===== config.mk =====
export PLATFORM = sky130hd
export DESIGN_NAME = synth_prog_if
export DESIGN_NICKNAME = d
export VERILOG_FILES = /design/src/rtl/synth_prog_pkg.sv /design/src/rtl/sp_sync.sv /design/src/rtl/sp_shift_latch.sv /design/src/rtl/sp_pd_ctrl.sv /design/src/rtl/synth_prog_if.sv
export SDC_FILE = /design/constraint.sdc
export NUM_CORES = 1
export LEC_CHECK = 0
export BUFFER_PORTS_ARGS = -buffer_cell sky130_fd_sc_hd__buf_2
export CORE_MARGIN = 2
export CORE_UTILIZATION = 33
export CTS_BUF_LIST = sky130_fd_sc_hd__clkbuf_8
export DETAILED_ROUTE_END_ITERATION = 8
export MAX_ROUTING_LAYER = met4
export PLACE_DENSITY_LB_ADDON = 0.3
export SYNTH_ARGS = -nofsm -noshare
export SYNTH_HDL_FRONTEND = slang
export SYNTH_SLANG_ARGS = --single-unit

===== constraint.sdc =====
create_clock -name clk -period 3 [get_ports clk]
set_clock_uncertainty 0.1 [all_clocks]
set_input_delay 0.6 -clock clk [delete_from_list [all_inputs] [get_ports clk]]
set_output_delay 0.6 -clock clk [all_outputs]
set_load 0.02 [all_outputs]

===== src/rtl/synth_prog_pkg.sv =====
package synth_prog_pkg;
   typedef enum logic [1:0] {
      SEL_CTRL = 2'b00,
      SEL_RCNT = 2'b01,
      SEL_NCNT = 2'b10,
      SEL_TEST = 2'b11
   } latch_sel_e;

   localparam int CTRL_WORD_W = 24;
   localparam int SEL_BITS    = 2;
   localparam int NUM_LATCH   = 4;
   // synchronized input lanes
   localparam int LANE_CLK = 0;
   localparam int LANE_DAT = 1;
   localparam int LANE_LD  = 2;
   localparam int NUM_LANE = 3;
endpackage


===== src/rtl/sp_sync.sv =====
module sp_sync #(
   parameter int STAGES = 2,
   parameter int W      = 3
) (
   input  logic         clk,
   input  logic         rst_n,
   input  logic [W-1:0] async_in,
   output logic [W-1:0] lvl
);
   generate
      if (STAGES < 2) begin : g_bad
         $error("sp_sync needs at least two stages");
      end
   endgenerate

   logic [W-1:0] chain [STAGES];

   generate
      for (genvar s = 0; s < STAGES; s++) begin : g_stage
         always_ff @(posedge clk or negedge rst_n) begin
            if (!rst_n) chain[s] <= '0;
            else if (s == 0) chain[s] <= async_in;
            else chain[s] <= chain[(s == 0) ? 0 : s-1];
         end
      end
   endgenerate

   assign lvl = chain[STAGES-1];
endmodule


===== src/rtl/sp_shift_latch.sv =====
module sp_shift_latch
   import synth_prog_pkg::*;
#(
   parameter int WORD_W = 24,
   parameter int SEL_W  = 2,
   localparam int PAY_W = WORD_W - SEL_W,
   localparam int NLAT  = 1 << SEL_W
) (
   input  logic                  clk,
   input  logic                  rst_n,
   input  logic                  sclk_lvl,
   input  logic                  dat_lvl,
   input  logic                  ld_lvl,
   output logic [NLAT*PAY_W-1:0] lat_flat,
   output logic                  wr_ctrl,
   output logic [1:0]            wr_pd_bits
);
   generate
      if (WORD_W < 24 || SEL_W != 2) begin : g_bad
         $error("control layout needs a 24-bit word and a 2-bit select");
      end
   endgenerate

   logic              sclk_q, ld_q;
   logic              sclk_rise, ld_rise;
   logic [WORD_W-1:0] shreg;
   logic [SEL_W-1:0]  sel;
   logic [PAY_W-1:0]  lat_q [NLAT];

   assign sclk_rise = sclk_lvl & ~sclk_q;
   assign ld_rise   = ld_lvl & ~ld_q;
   assign sel       = shreg[SEL_W-1:0];

   always_ff @(posedge clk or negedge rst_n) begin
      if (!rst_n) begin
         sclk_q <= 1'b0;
         ld_q   <= 1'b0;
         shreg  <= '0;
      end else begin
         sclk_q <= sclk_lvl;
         ld_q   <= ld_lvl;
         if (sclk_rise) shreg <= {shreg[WORD_W-2:0], dat_lvl};
      end
   end

   // left shift, newest bit at position 0
   a_r1_msb_first: assert property (@(posedge clk) disable iff (!rst_n)
      $past(sclk_rise) |-> (shreg[0] == $past(dat_lvl)) &&
                           (shreg[WORD_W-1:1] == $past(shreg[WORD_W-2:0])));

   generate
      for (genvar k = 0; k < NLAT; k++) begin : g_lat
         always_ff @(posedge clk or negedge rst_n) begin
            if (!rst_n) lat_q[k] <= '0;
            else if (ld_rise && sel == SEL_W'(k)) lat_q[k] <= shreg[WORD_W-1:SEL_W];
         end
         assign lat_flat[k*PAY_W +: PAY_W] = lat_q[k];

         // unselected latches hold
         a_r2_unselected_hold: assert property (@(posedge clk) disable iff (!rst_n)
            (ld_rise && sel != SEL_W'(k)) |=> $stable(lat_q[k]));
         // selected latch takes the payload
         a_r2_selected_load: assert property (@(posedge clk) disable iff (!rst_n)
            (ld_rise && sel == SEL_W'(k)) |=> lat_q[k] == $past(shreg[WORD_W-1:SEL_W]));
      end
   endgenerate

   assign wr_ctrl    = ld_rise && (sel == SEL_W'(SEL_CTRL));
   assign wr_pd_bits = shreg[21:20];
endmodule


===== src/rtl/sp_pd_ctrl.sv =====
module sp_pd_ctrl #(
   parameter int REF_EDGES = 2,
   localparam int CNT_W    = (REF_EDGES < 2) ? 1 : $clog2(REF_EDGES)
) (
   input  logic       clk,
   input  logic       rst_n,
   input  logic       wr_ctrl,
   input  logic [1:0] wr_pd_bits,
   input  logic       ref_div,
   input  logic       chip_en,
   output logic       pd_active
);
   generate
      if (REF_EDGES < 1) begin : g_bad
         $error("REF_EDGES must be at least one");
      end
   endgenerate

   logic             ref_q, ref_rise, ce_q, pd_state, armed;
   logic [CNT_W-1:0] cnt;
   logic             mode_en, mode_sync;

   assign ref_rise  = ref_div & ~ref_q;
   assign mode_en   = wr_pd_bits[0];
   assign mode_sync = wr_pd_bits[1];

   always_ff @(posedge clk or negedge rst_n) begin
      if (!rst_n) begin
         ref_q    <= 1'b0;
         ce_q     <= 1'b1;
         pd_state <= 1'b0;
         armed    <= 1'b0;
         cnt      <= '0;
      end else begin
         ref_q <= ref_div;
         ce_q  <= chip_en;
         if (wr_ctrl) begin
            cnt <= '0;
            if (!mode_en) begin
               pd_state <= 1'b0;
               armed    <= 1'b0;
            end else if (!mode_sync) begin
               pd_state <= 1'b1;
               armed    <= 1'b0;
            end else begin
               armed <= 1'b1;
            end
         end else if (armed && ref_rise) begin
            if (cnt == CNT_W'(REF_EDGES-1)) begin
               pd_state <= 1'b1;
               armed    <= 1'b0;
               cnt      <= '0;
            end else begin
               cnt <= cnt + 1'b1;
            end
         end
      end
   end

   assign pd_active = ~ce_q | pd_state;

   // immediate mode takes effect on the load edge
   a_r5_async_now: assert property (@(posedge clk) disable iff (!rst_n)
      (wr_ctrl && wr_pd_bits == 2'b01) |=> pd_state);
   // power-down only starts from an immediate write or a counted reference edge
   a_r6_sync_edge: assert property (@(posedge clk) disable iff (!rst_n)
      $rose(pd_state) |-> $past(wr_ctrl || (armed && ref_rise)));
   // normal-mode write clears and disarms
   a_r7_clear: assert property (@(posedge clk) disable iff (!rst_n)
      (wr_ctrl && !wr_pd_bits[0]) |=> (!pd_state && !armed));
   // low chip enable forces power-down
   a_r8_ce_force: assert property (@(posedge clk) disable iff (!rst_n)
      !chip_en |=> pd_active);
endmodule


===== src/rtl/synth_prog_if.sv =====
module synth_prog_if
   import synth_prog_pkg::*;
#(
   parameter int WORD_W      = 24,
   parameter int SEL_W       = 2,
   parameter int SYNC_STAGES = 2,
   parameter int REF_EDGES   = 2,
   localparam int PAY_W      = WORD_W - SEL_W,
   localparam int NLAT       = 1 << SEL_W
) (
   input  logic             clk,
   input  logic             rst_n,
   input  logic             ser_clk,
   input  logic             ser_dat,
   input  logic             ser_load,
   input  logic             chip_en,
   input  logic             ref_div,
   output logic [1:0]       presc_sel,
   output logic [1:0]       pd_mode,
   output logic [2:0]       cp_cur_b,
   output logic [2:0]       cp_cur_a,
   output logic [1:0]       out_lvl,
   output logic             mute_lock,
   output logic             cp_gain,
   output logic             cp_tri,
   output logic             pd_pol,
   output logic [2:0]       mux_sel,
   output logic             cnt_rst,
   output logic [1:0]       core_lvl,
   output logic [PAY_W-1:0] rcnt_word,
   output logic [PAY_W-1:0] ncnt_word,
   output logic [PAY_W-1:0] test_word,
   output logic             pd_active
);
   logic [NUM_LANE-1:0]   raw, lvl;
   logic [NLAT*PAY_W-1:0] lat_flat;
   logic [PAY_W-1:0]      ctrl_p;
   logic                  wr_ctrl;
   logic [1:0]            wr_pd_bits;

   assign raw[LANE_CLK] = ser_clk;
   assign raw[LANE_DAT] = ser_dat;
   assign raw[LANE_LD]  = ser_load;

   sp_sync #(.STAGES(SYNC_STAGES), .W(NUM_LANE)) i_sync (
      .clk(clk), .rst_n(rst_n), .async_in(raw), .lvl(lvl));

   sp_shift_latch #(.WORD_W(WORD_W), .SEL_W(SEL_W)) i_shl (
      .clk(clk), .rst_n(rst_n),
      .sclk_lvl(lvl[LANE_CLK]), .dat_lvl(lvl[LANE_DAT]), .ld_lvl(lvl[LANE_LD]),
      .lat_flat(lat_flat), .wr_ctrl(wr_ctrl), .wr_pd_bits(wr_pd_bits));

   sp_pd_ctrl #(.REF_EDGES(REF_EDGES)) i_pd (
      .clk(clk), .rst_n(rst_n), .wr_ctrl(wr_ctrl), .wr_pd_bits(wr_pd_bits),
      .ref_div(ref_div), .chip_en(chip_en), .pd_active(pd_active));

   assign ctrl_p    = lat_flat[int'(SEL_CTRL)*PAY_W +: PAY_W];
   assign rcnt_word = lat_flat[int'(SEL_RCNT)*PAY_W +: PAY_W];
   assign ncnt_word = lat_flat[int'(SEL_NCNT)*PAY_W +: PAY_W];
   assign test_word = lat_flat[int'(SEL_TEST)*PAY_W +: PAY_W];

   // payload index = word bit - SEL_W
   assign presc_sel = ctrl_p[23-SEL_W:22-SEL_W];
   assign pd_mode   = ctrl_p[21-SEL_W:20-SEL_W];
   assign cp_cur_b  = ctrl_p[19-SEL_W:17-SEL_W];
   assign cp_cur_a  = ctrl_p[16-SEL_W:14-SEL_W];
   assign out_lvl   = ctrl_p[13-SEL_W:12-SEL_W];
   assign mute_lock = ctrl_p[11-SEL_W];
   assign cp_gain   = ctrl_p[10-SEL_W];
   assign cp_tri    = ctrl_p[9-SEL_W];
   assign pd_pol    = ctrl_p[8-SEL_W];
   assign mux_sel   = ctrl_p[7-SEL_W:5-SEL_W];
   assign cnt_rst   = ctrl_p[4-SEL_W];
   assign core_lvl  = ctrl_p[3-SEL_W:2-SEL_W];

   // status reflects chip enable from the previous cycle
   a_r8_ce_port: assert property (@(posedge clk) disable iff (!rst_n)
      $fell(chip_en) |=> pd_active);
endmodule


# Yosys cells after proc, flatten, opt, wreduce, memory -nomap -nowiden
# Cells that the tools add are included.
# classes
reduce_logical,10
mul,0
div,0
add_sub_neg,1
muxes,13
magnitude_cmp,0
shifts,0
n_bitwise,8
n_eq_ne,4
# ops
op,count
1-bit two-way mux,13
1-bit logical AND,5
2-bit equality test (second input constant),2
1-bit NOT,4
2-bit nonzero test,2
1-bit bitwise AND,3
3-bit != test (second input constant),1
3-bit AND reduction,1
2-bit by 1-bit equality test with 1-bit output (second input constant),1
2-bit zero test,1
2-bit AND reduction,1
1-bit adder (second input constant),1
1-bit OR,1
# word_totals
latch_bits,0
romBits,0
n_memories,0
register_bits,125
ramBits,0

# Logic depth before layout (Yosys ltp)
# Gate-level depths: netlist of run 1.
# depth
depth_word,5
mapped_depth,4

# Hierarchy
# A second synthesis of run 1 with hierarchy kept.
# hier_totals
hier_cells,270
hier_area_um2,4655.7
# modules_own_cells
module,n_inst,seq_area_each_um2,area_per_inst_um2,cells_each
sp_shift_latch,1,2852.7,4270.3,244
sp_pd_ctrl,1,126.4,212.7,17
sp_sync,1,150.1,172.7,9

# Least setup slack after synthesis of run 1
# Ideal clock, no wire load.
# synth_timing
kind,flip-flop to flip-flop
startpoint,register i_shl.shreg[1]
endpoint,register i_shl.lat_q (netlist bit i_shl.lat_flat[10])
required_ps,2775
setup_time_ps,125
stages_incl_launch_ff,4
path_buffers,1
arrival_time_ps,1438
slack_ps,1337
cell_sequence,dfrtp_1 > nor4b_4 > buf_6 > mux2_2
# synth_between
elab_chain_cells,2
# synth_lines
element,line_no,rtl
from (decl),sp_shift_latch.sv:26,logic [WORD_W-1:0] shreg;
from (signal assigned),sp_shift_latch.sv:42,"if (sclk_rise) shreg <= {shreg[WORD_W-2:0], dat_lvl};"
2-bit zero test,sp_shift_latch.sv:55,else if (ld_rise && sel == SEL_W'(k)) lat_q[k] <= shreg[WORD_W-1:SEL_W];
1-bit logical AND,sp_shift_latch.sv:55,
"to (signal, indexed assignment)",sp_shift_latch.sv:55,
to (decl),sp_shift_latch.sv:28,logic [PAY_W-1:0] lat_q [NLAT];
# No other way between the ends.
# A chain may end at the register's enable or synchronous reset.

# Worst setup path after layout of run 1
# layout_timing
startpoint,register i_shl.shreg[0]
endpoint,register i_shl.lat_q (netlist bit i_shl.lat_flat[56])
# layout_between
elab_chain_cells,2
# layout_lines
element,line_no
2-bit equality test,sp_shift_latch.sv:55
1-bit logical AND,sp_shift_latch.sv:55
# No other way between the ends.

==> results of run 1 <==
-- power groups by stage --
stage	clock (mW)	sequential, mW	combinational, mW
after floorplan	0	2.72	0.430
after CTS	1.34	2.42	1.24
after global placement	0	2.43	1.22
after detailed placement	0	2.44	1.24
after global routing	1.41	2.47	1.31
final	1.29	2.41	1.22
-- metal layers --
layer	share of wire	vias to the layer above	wire length, um	track usage
met1	0.48	1343	4520	0.185
li1	-	1151	-	-
met4	0.0095	0	90	0.0409
met5	0	-	0	-
met2	0.46	80	4400	0.213
met3	0.053	9	502	0.0440
-- critical path, cell delays in order (launching register included) --
cell	delay [ns]
dfrtp_1	0.44
and4bb_1	0.59
buf_4	0.35
mux2_2	0.37
-- state kept, by name, indices dropped and copies added (netlist names) --
name	cells
i_pd.ref_q	1
i_shl.lat_flat	88
i_sync.chain	3
i_sync.lvl	3
i_pd.cnt	1
i_shl.shreg	24
i_shl.sclk_q	1
i_shl.ld_q	1
i_pd.ce_q	1
i_pd.pd_state	1
i_pd.armed	1
-- layout make-up --
cell class | instances | share of cell area
multi-input combinational | 126 | 0.246
clock inverter | 13 | 0.0182
timing repair buffer | 102 | 0.0962
sequential | 125 | 0.554
clock buffer | 18 | 0.0439
inverter | 2 | 0.00133
tap | 180 | 0.0399
-- cells in the final DEF, fill, tap and decap left out --
cell type   synthesis  routed
nor2b_2             0       1
clkinv_2            0       6
dfrtp_1           124     124
and4bb_2            1       1
xor2_1              1       1
dfstp_2             1       1
clkbuf_8            0      18
mux2_1              3       3
mux2_2            109     109
buf_2               8      94
nand4b_1            1       1
nor2_1              1       1
nand2_1             1       1
buf_4               0       7
nand3b_1            1       1
nand2b_1            1       1
nor4b_4             1       1
and4bb_1            1       1
clkinv_4            0       1
buf_12              0       1
bufinv_16           0       1
a41oi_1             1       1
inv_1               2       3
clkinvlp_4          0       4
a32o_1              1       1
a21boi_0            1       1
a21oi_1             1       1
-- kinds of logic after synthesis --
family	synth area share
DFF	0.682
muxes	0.275
buffers and inverters	0.0161
and+or+nand+nor	0.0185
AOI/OAI and AO/OA	0.00682
xor gates and xnor gates	0.00191
-- worst max path at each step --
stage,startpoint,to
floorplan,i_shl.shreg[1],i_shl.lat_flat[10]
global placement,i_shl.shreg[0],i_shl.lat_flat[53]
detailed placement,i_shl.shreg[0],i_shl.lat_flat[56]
CTS,i_shl.shreg[0],i_shl.lat_flat[56]
global route,i_shl.shreg[0],i_shl.lat_flat[51]
finish,i_shl.shreg[0],i_shl.lat_flat[56]
-- per-stage QoR --
step | utilization | power, mW
2_1_floorplan | - | 3.15
5_1_grt | 0.411 | 5.19
4_1_cts | 0.411 | 5.00
6_report | 0.411 | 4.92
3_5_place_dp | 0.386 | 3.68
3_3_place_gp | 0.386 | 3.65
==> impl_metrics.ini, run 1 <==
[status]
outcome = complete, no violations

[sta]
worst_slew_pin_slew_ns = 0.715
fmax_mhz = 509
fin_tns_setup_ns = 0
min_period_ns = 1.97
drv_slew = 0
period_share = 0.655
hold_viol_final = 0
rsz0062_at_grt = false
setup_viol = 0
holdWs_ns = 0.0996
layout_setup_ws_ns = 1.03
max-slew-margin-rel = 0.523

[routing]
vias = 2583
wl_per_cell_um = 16.8
antenna_left = 0
drt_first_pass_iters = 4
first_iter_violations = 94
wl_um = 9510
drcViolationCount = 0
viasPerCell = 4.56

[die]
io_pins = 96
rows = 43
die_area_um2 = 14900
start_util = 0.335
core-area_um2 = 13700
die_h_um = 122
dieWidth_um = 122

[power_and_ir_drop]
pwr-share-seq = 0.490
pwr_density_cell_nw_per_um2 = 871
p_leak_nw = 2.94
swShare = 0.331
pwr-share-comb = 0.248
p_int_mw = 3.29
clkPwrFrac = 0.262
peakVddDrop_mv = 0.544
p_sw_mw = 1.63

[global_routing]
grt_max_degree = 50
grt_first_pass_wirelength_um = 15100
grtUsageTotal = 0.141
antenna_found_initial = 0
grt.overflow.total = 0
grt_pass1_vias = 2776

[logic_synthesis]
yosys_register_bits = 125
seq_area_frac_synth = 0.682
postSynthAreaPerCell_um2 = 17.4
ys_types = 22
ys_async_sr_fraction = 1.00
yosysWarnings = 0
syn_inst = 264
synth_top_area_frac = 0.676
synth_area_um2 = 4590
synth_top_area_cell = dfrtp_1
synth.most_common_cell = dfrtp_1
synth_fp_nets = 271
synthTopCellsByArea = dfrtp_1 (68%), mux2_2 (27%), buf_2 (0.87%)
synth_ff_type = dfrtp_1
synth_edf_count = 0
synth_common_cells = dfrtp_1 (124), mux2_2 (109), buf_2 (8), mux2_1 (3)

[clocking]
clock_path_buffers = 2
tritoncts = done
clkTransAtPathRegs_ns = 0.07
cts_max_level = 4
clock-sinks = 125
insertion_delay_ns = 0.42
cts_buffers = 17
cts-root-buf = clkbuf_8
postCtsSetupRepairBufs = 0
ctsResizeCount = 0
hold_buffers = 0

[placed_design]
routabilityCongestion = 0.695
dp_hpwl_um = 6280
place_area_um2 = 5290
place_ws_ns = 0.983
io_buffers = 95
placed_cells = 535

[layout]
final_area_um2 = 5640
antenna_cells = 0
areaGrowthSynthToFinish_pct = 23.0
regArea_um2 = 3130
fin_cells = 566
fin_nets = 381
num-fill-cells = 1296
multi_input_comb_area_um2 = 1390
drive_above_1_share = 0.635

[worst_setup_path]
reg2reg_depth = 3
rr_startpoint = i_shl.shreg[0]
reg2reg_to = i_shl.lat_flat[56]
cp-start-kind = register
r2r_setup_slack_ns = 1.03
crit_type = register to register
cp_data_required_time_ns = 3.20
worstPathArrival_ns = 2.16
cp-end-kind = register
crit_fanout = 13

[hold_path]
min_path_type = input port to async pin

[job]
cap_violations = 0
(Power assumes the default switching activity.)
==> run 2: changes to the inputs <==
clock period = 1.8 ns   (was 3 ns; I/O delays follow)
==> impl_metrics.ini, run 2 (synthesis gave the netlist of run 1 again) <==
[sta]
drv_slew = 0
layout_setup_ws_ns = 0.163
fmax_mhz = 611
worst_slew_pin_slew_ns = 0.410
period_share = 0.909
hold_viol_final = 0
max-slew-margin-rel = 0.727
rsz0062_at_grt = false
fin_tns_setup_ns = 0
setup_viol = 0
holdWs_ns = 0.243
min_period_ns = 1.64

[clocking]
cts_buffers = 17
cts-root-buf = clkbuf_8
tritoncts = done
cts_max_level = 4
insertion_delay_ns = 0.43
clkTransAtPathRegs_ns = 0.07
clock_path_buffers = 2
clock-sinks = 125

[worst_setup_path]
rr_startpoint = i_shl.shreg[0]
cp_data_required_time_ns = 2.01
reg2reg_to = i_shl.lat_flat[45]
cp-start-kind = register
crit_fanout = 9
crit_type = register to register
cp-end-kind = register
worstPathArrival_ns = 1.85
reg2reg_depth = 3
setup.worst_path.start = i_shl.shreg[0]
r2r_setup_slack_ns = 0.16

[layout]
antenna_cells = 0
areaGrowthSynthToFinish_pct = 28.8
final_common_cell = dfrtp_1
num-fill-cells = 1239
drive_above_1_share = 0.637
final_area_um2 = 5910
mostFrequentLayoutCells = dfrtp_1 (124), mux2_2 (109), buf_2 (94), clkbuf_8 (21), buf_4 (13)
largest_reg_flops = 88
fin_nets = 396

[routing]
first_iter_violations = 90
viasPerCell = 4.58
drcViolationCount = 0
drt_first_pass_iters = 3
antenna_left = 0
vias = 2667
wl_um = 9510
wl_per_cell_um = 16.3

[power_and_ir_drop]
peakVddDrop_mv = 0.921
finalPower_mw = 8.79
p_leak_nw = 3.07
pwr_density_cell_nw_per_um2 = 1490

[job]
cap_violations = 0

[die]
start_util = 0.335
rows = 43
die_area_um2 = 14900
core-area_um2 = 13700
io_pins = 96
die_h_um = 122
dieWidth_um = 122

[placed_design]
dp_hpwl_um = 6580
place_ws_ns = 0.150
io_buffers = 95
place_area_um2 = 5400
routabilityCongestion = 0.703

[global_routing]
grt.overflow.total = 0
grt_max_degree = 39
antenna_found_initial = 0
grtUsageTotal = 0.147
grt_first_pass_wirelength_um = 15800
grt_pass1_vias = 2876

[hold_path]
min_path_type = register to register
holdPathEnd = i_sync.lvl[0]
hold_path_startpoint = i_sync.chain[3]
whs_path_depth = 0

[status]
outcome = complete, no violations
## run 2: cell count changes in the layout (fill, tap and decap cells not counted)
cell | before | now
dlygate4sd3_1 | 0 | 6
clkinv_4 | 1 | 0
clkbuf_8 | 18 | 21
buf_4 | 7 | 13
clkinv_2 | 6 | 4
clkinvlp_4 | 4 | 3
bufinv_16 | 1 | 4
inv_1 | 3 | 2
buf_12 | 1 | 4
## run 2: where the power goes
group,switching [mW],total (mW),internal (mW)
Sequential,0.518,4.00,3.48
Combinational,1.15,2.09,0.932
Clock,1.06,2.71,1.65
## run 2: through the flow
| step | util | instances |
|---|---|---|
| after floorplan | - | 264 |
| after global placement | 0.394 | 544 |
| after detailed placement | 0.394 | 544 |
| after CTS | 0.431 | 582 |
| after global routing | 0.431 | 582 |
| final | 0.431 | 582 |
## run 2: cell type report
| cell class | count | area (um^2) | share of cell area |
|---|---|---|---|
| Inverter | 2 | 7.51 | 0.00127 |
| Tap cell | 180 | 225 | 0.0381 |
| Clock buffer | 21 | 289 | 0.0489 |
| Timing Repair Buffer | 117 | 708 | 0.120 |
| Clock inverter | 11 | 163 | 0.0275 |
| Sequential cell | 125 | 3130 | 0.529 |
| Multi-Input combinational cell | 126 | 1390 | 0.235 |
## run 2: metal layers
metal  global-route usage  share of wire  vias to the layer above  routed length, um
li1                     -              -                     1194                  -
met1                0.187           0.45                     1380               4330
met2                0.217           0.46                       82               4380
met3               0.0515          0.069                       11                661
met4               0.0582          0.015                        0                141
met5                    -              0                        -                  0
## run 2: worst max-delay path, stage by stage, from the launching register on
cell,delay (ns)
dfrtp_1,0.45
and4bb_1,0.38
buf_4,0.24
mux2_2,0.35
## run 2: timing repair
| action | 4_1_cts | 5_1_grt |
|---|---|---|
| resized for setup | 0 | 0 |
| hold endpoints to repair | 29 | 0 |
| hold buffers | 6 | 0 |
| setup buffers | 0 | 0 |
## run 2: how the worst max path moves through the flow
| stage | endpoint | slack (ns) | cells past startpoint |
|---|---|---|---|
| floorplan | i_shl.lat_flat[10] | 0.14 | 3 |
| global placement | i_shl.lat_flat[50] | 0.21 | 3 |
| detailed placement | i_shl.lat_flat[49] | 0.15 | 3 |
| CTS | i_shl.lat_flat[49] | 0.13 | 3 |
| global route | i_shl.lat_flat[10] | 0.08 | 3 |
| finish | i_shl.lat_flat[45] | 0.16 | 3 |
==> run 3: changes to the inputs <==
SYNTH_HIERARCHICAL = 1   (was unset)
==> impl_metrics.ini, run 3 <==
[status]
outcome = complete, no violations

[clocking]
cts_max_level = 4
clock_path_buffers = 2
clkTransAtPathRegs_ns = 0.06
tritoncts = done
cts-root-buf = clkbuf_8
insertion_delay_ns = 0.43
clock-sinks = 125
postCtsSetupRepairBufs = 0
cts_buffers = 17
ctsResizeCount = 0

[routing]
drt_first_pass_iters = 4
vias = 2618
viasPerCell = 4.55
drcViolationCount = 0
first_iter_violations = 155
antenna_left = 0
wl_um = 9340
wl_per_cell_um = 16.3

[logic_synthesis]
seq_area_frac_synth = 0.672
synth_fp_nets = 277
synth_top_area_frac = 0.666
synth_top_area_cell = dfrtp_1
synth_common_cells = dfrtp_1 (124), mux2_2 (110), buf_4 (9), buf_2 (5)
synthTopCellsByArea = dfrtp_1 (67%), mux2_2 (27%), buf_4 (1.5%)
syn_inst = 270
synth_ff_type = dfrtp_1
yosys_register_bits = 125
synth.most_common_cell = dfrtp_1
ys_async_sr_fraction = 1.00
ys_types = 23
yosysWarnings = 6
postSynthAreaPerCell_um2 = 17.2
synth_area_um2 = 4660
synth_edf_count = 0

[layout]
num-fill-cells = 1276
largest_reg_flops = 88
mostFrequentLayoutCells = dfrtp_1 (124), mux2_2 (110), buf_2 (94), clkbuf_8 (22)
final_common_cell = dfrtp_1
areaGrowthSynthToFinish_pct = 24.2
drive_above_1_share = 0.620
fin_nets = 392
fin_cells = 575
antenna_cells = 0

[die]
rows = 43
dieWidth_um = 123
die_h_um = 123
io_pins = 96
die_area_um2 = 15100
start_util = 0.337
core-area_um2 = 13800

[global_routing]
grt_first_pass_wirelength_um = 14800
grt_pass1_vias = 2760
antenna_found_initial = 0
grt_max_degree = 40
grt.busiest_layer = met2
use_met1 = 0.173
use_met3 = 0.0544
grt.overflow.total = 0
grtUsageTotal = 0.139
grt_use_met2 = 0.202

[placed_design]
dp_hpwl_um = 6300
io_buffers = 95
routabilityCongestion = 0.697
placed_cells = 540

[power_and_ir_drop]
pwr-share-seq = 0.495
p_leak_nw = 3.02
pwr_density_cell_nw_per_um2 = 1410
pwr-share-comb = 0.256
p_int_mw = 5.51
clkPwrFrac = 0.249
swShare = 0.322
peakVddDrop_mv = 0.927
p_sw_mw = 2.62

[sta]
fmax_mhz = 603
fin_tns_setup_ns = 0
max-slew-margin-rel = 0.672
setup_viol = 0
period_share = 0.921
worst_slew_pin_slew_ns = 0.492
holdWs_ns = 0.253
hold_viol_final = 0
drv_slew = 0
rsz0062_at_grt = false
min_period_ns = 1.66

[worst_setup_path]
worstPathArrival_ns = 1.87
cp-end-kind = register
crit_type = register to register
cp-start-kind = register
crit_fanout = 15
cp_data_required_time_ns = 2.01

[hold_path]
min_path_type = register to register

[job]
cap_violations = 0
run 3: worst max-delay path: stages, from the launching register on:
cell and delay [ns]:
dfrtp_1 0.45, nor4b_4 0.33, buf_4 0.30, mux2_2 0.36
run 3: worst paths after layout:
path | from | endpoint | slack, ns | cells past startpoint
min in group asynchronous | rst_n | i_shl/lat_flat[19] | 0.34 | 2
setup / recovery | i_shl/shreg[0] | i_shl/lat_flat[15] | 0.14 | 3
setup reg to reg | i_shl/shreg[0] | i_shl/lat_flat[15] | 0.14 | 3
max in group asynchronous | rst_n | i_shl/lat_flat[50] | 0.68 | 3
hold / removal | i_sync/chain[3] | i_sync/lvl[0] | 0.25 | 0
hold reg to reg | i_sync/chain[3] | i_sync/lvl[0] | 0.25 | 0
run 3: power by group through the flow:
stage / clock network [mW] / logic (mW) / registers (mW)
3_3_place_gp: 0 / 2.08 / 4.04
4_1_cts: 2.12 / 2.12 / 4.03
2_1_floorplan: 0 / 0.740 / 4.55
5_1_grt: 2.25 / 2.25 / 4.14
3_5_place_dp: 0 / 2.11 / 4.07
6_report: 2.02 / 2.09 / 4.02
run 3: final cells by class:
type                       count  area, um^2  area share
sequential                   125        3130       0.541
tap                          180         225      0.0390
multi-input combinational    128        1410       0.244
clock buffer                  22         303      0.0524
inverter                       1        3.75    0.000649
timing repair buffer         112         683       0.118
clock inverter                 7        27.5     0.00476
run 3: through the flow:
step	utilization	area, um^2	setup slack (ns)	total power, mW
floorplan	-	4660	0.209	5.29
global placement	0.390	5390	0.202	6.12
detailed placement	0.390	5390	0.132	6.18
CTS	0.418	5780	0.121	8.28
global route	0.418	5780	0.0343	8.64
finish	0.418	5780	0.142	8.13
run 3: logic make-up (layout without fill, tap and decap cells):
family	after synthesis	count (layout)	synth area share
AO/OA/AOI/OAI	5	5	0.00806
buffers and inverters	17	142	0.0255
XOR/XNOR	1	1	0.00188
AND/OR/NAND/NOR	10	10	0.0215
flip-flops	125	125	0.672
multiplexers	112	112	0.271
run 3: what timing repair did:
| item | in CTS | in global routing |
|---|---|---|
| hold buffers | 6 | 0 |
| setup endpoints to repair | 0 | 0 |
| endpoints found under the hold margin | 34 | 0 |
run 3: per-layer routing:
layer | routed length [um] | vias to the layer above
li1 | - | 1182
met1 | 4250 | 1346
met2 | 4370 | 82
met3 | 617 | 8
met4 | 102 | 0
met5 | 0 | -
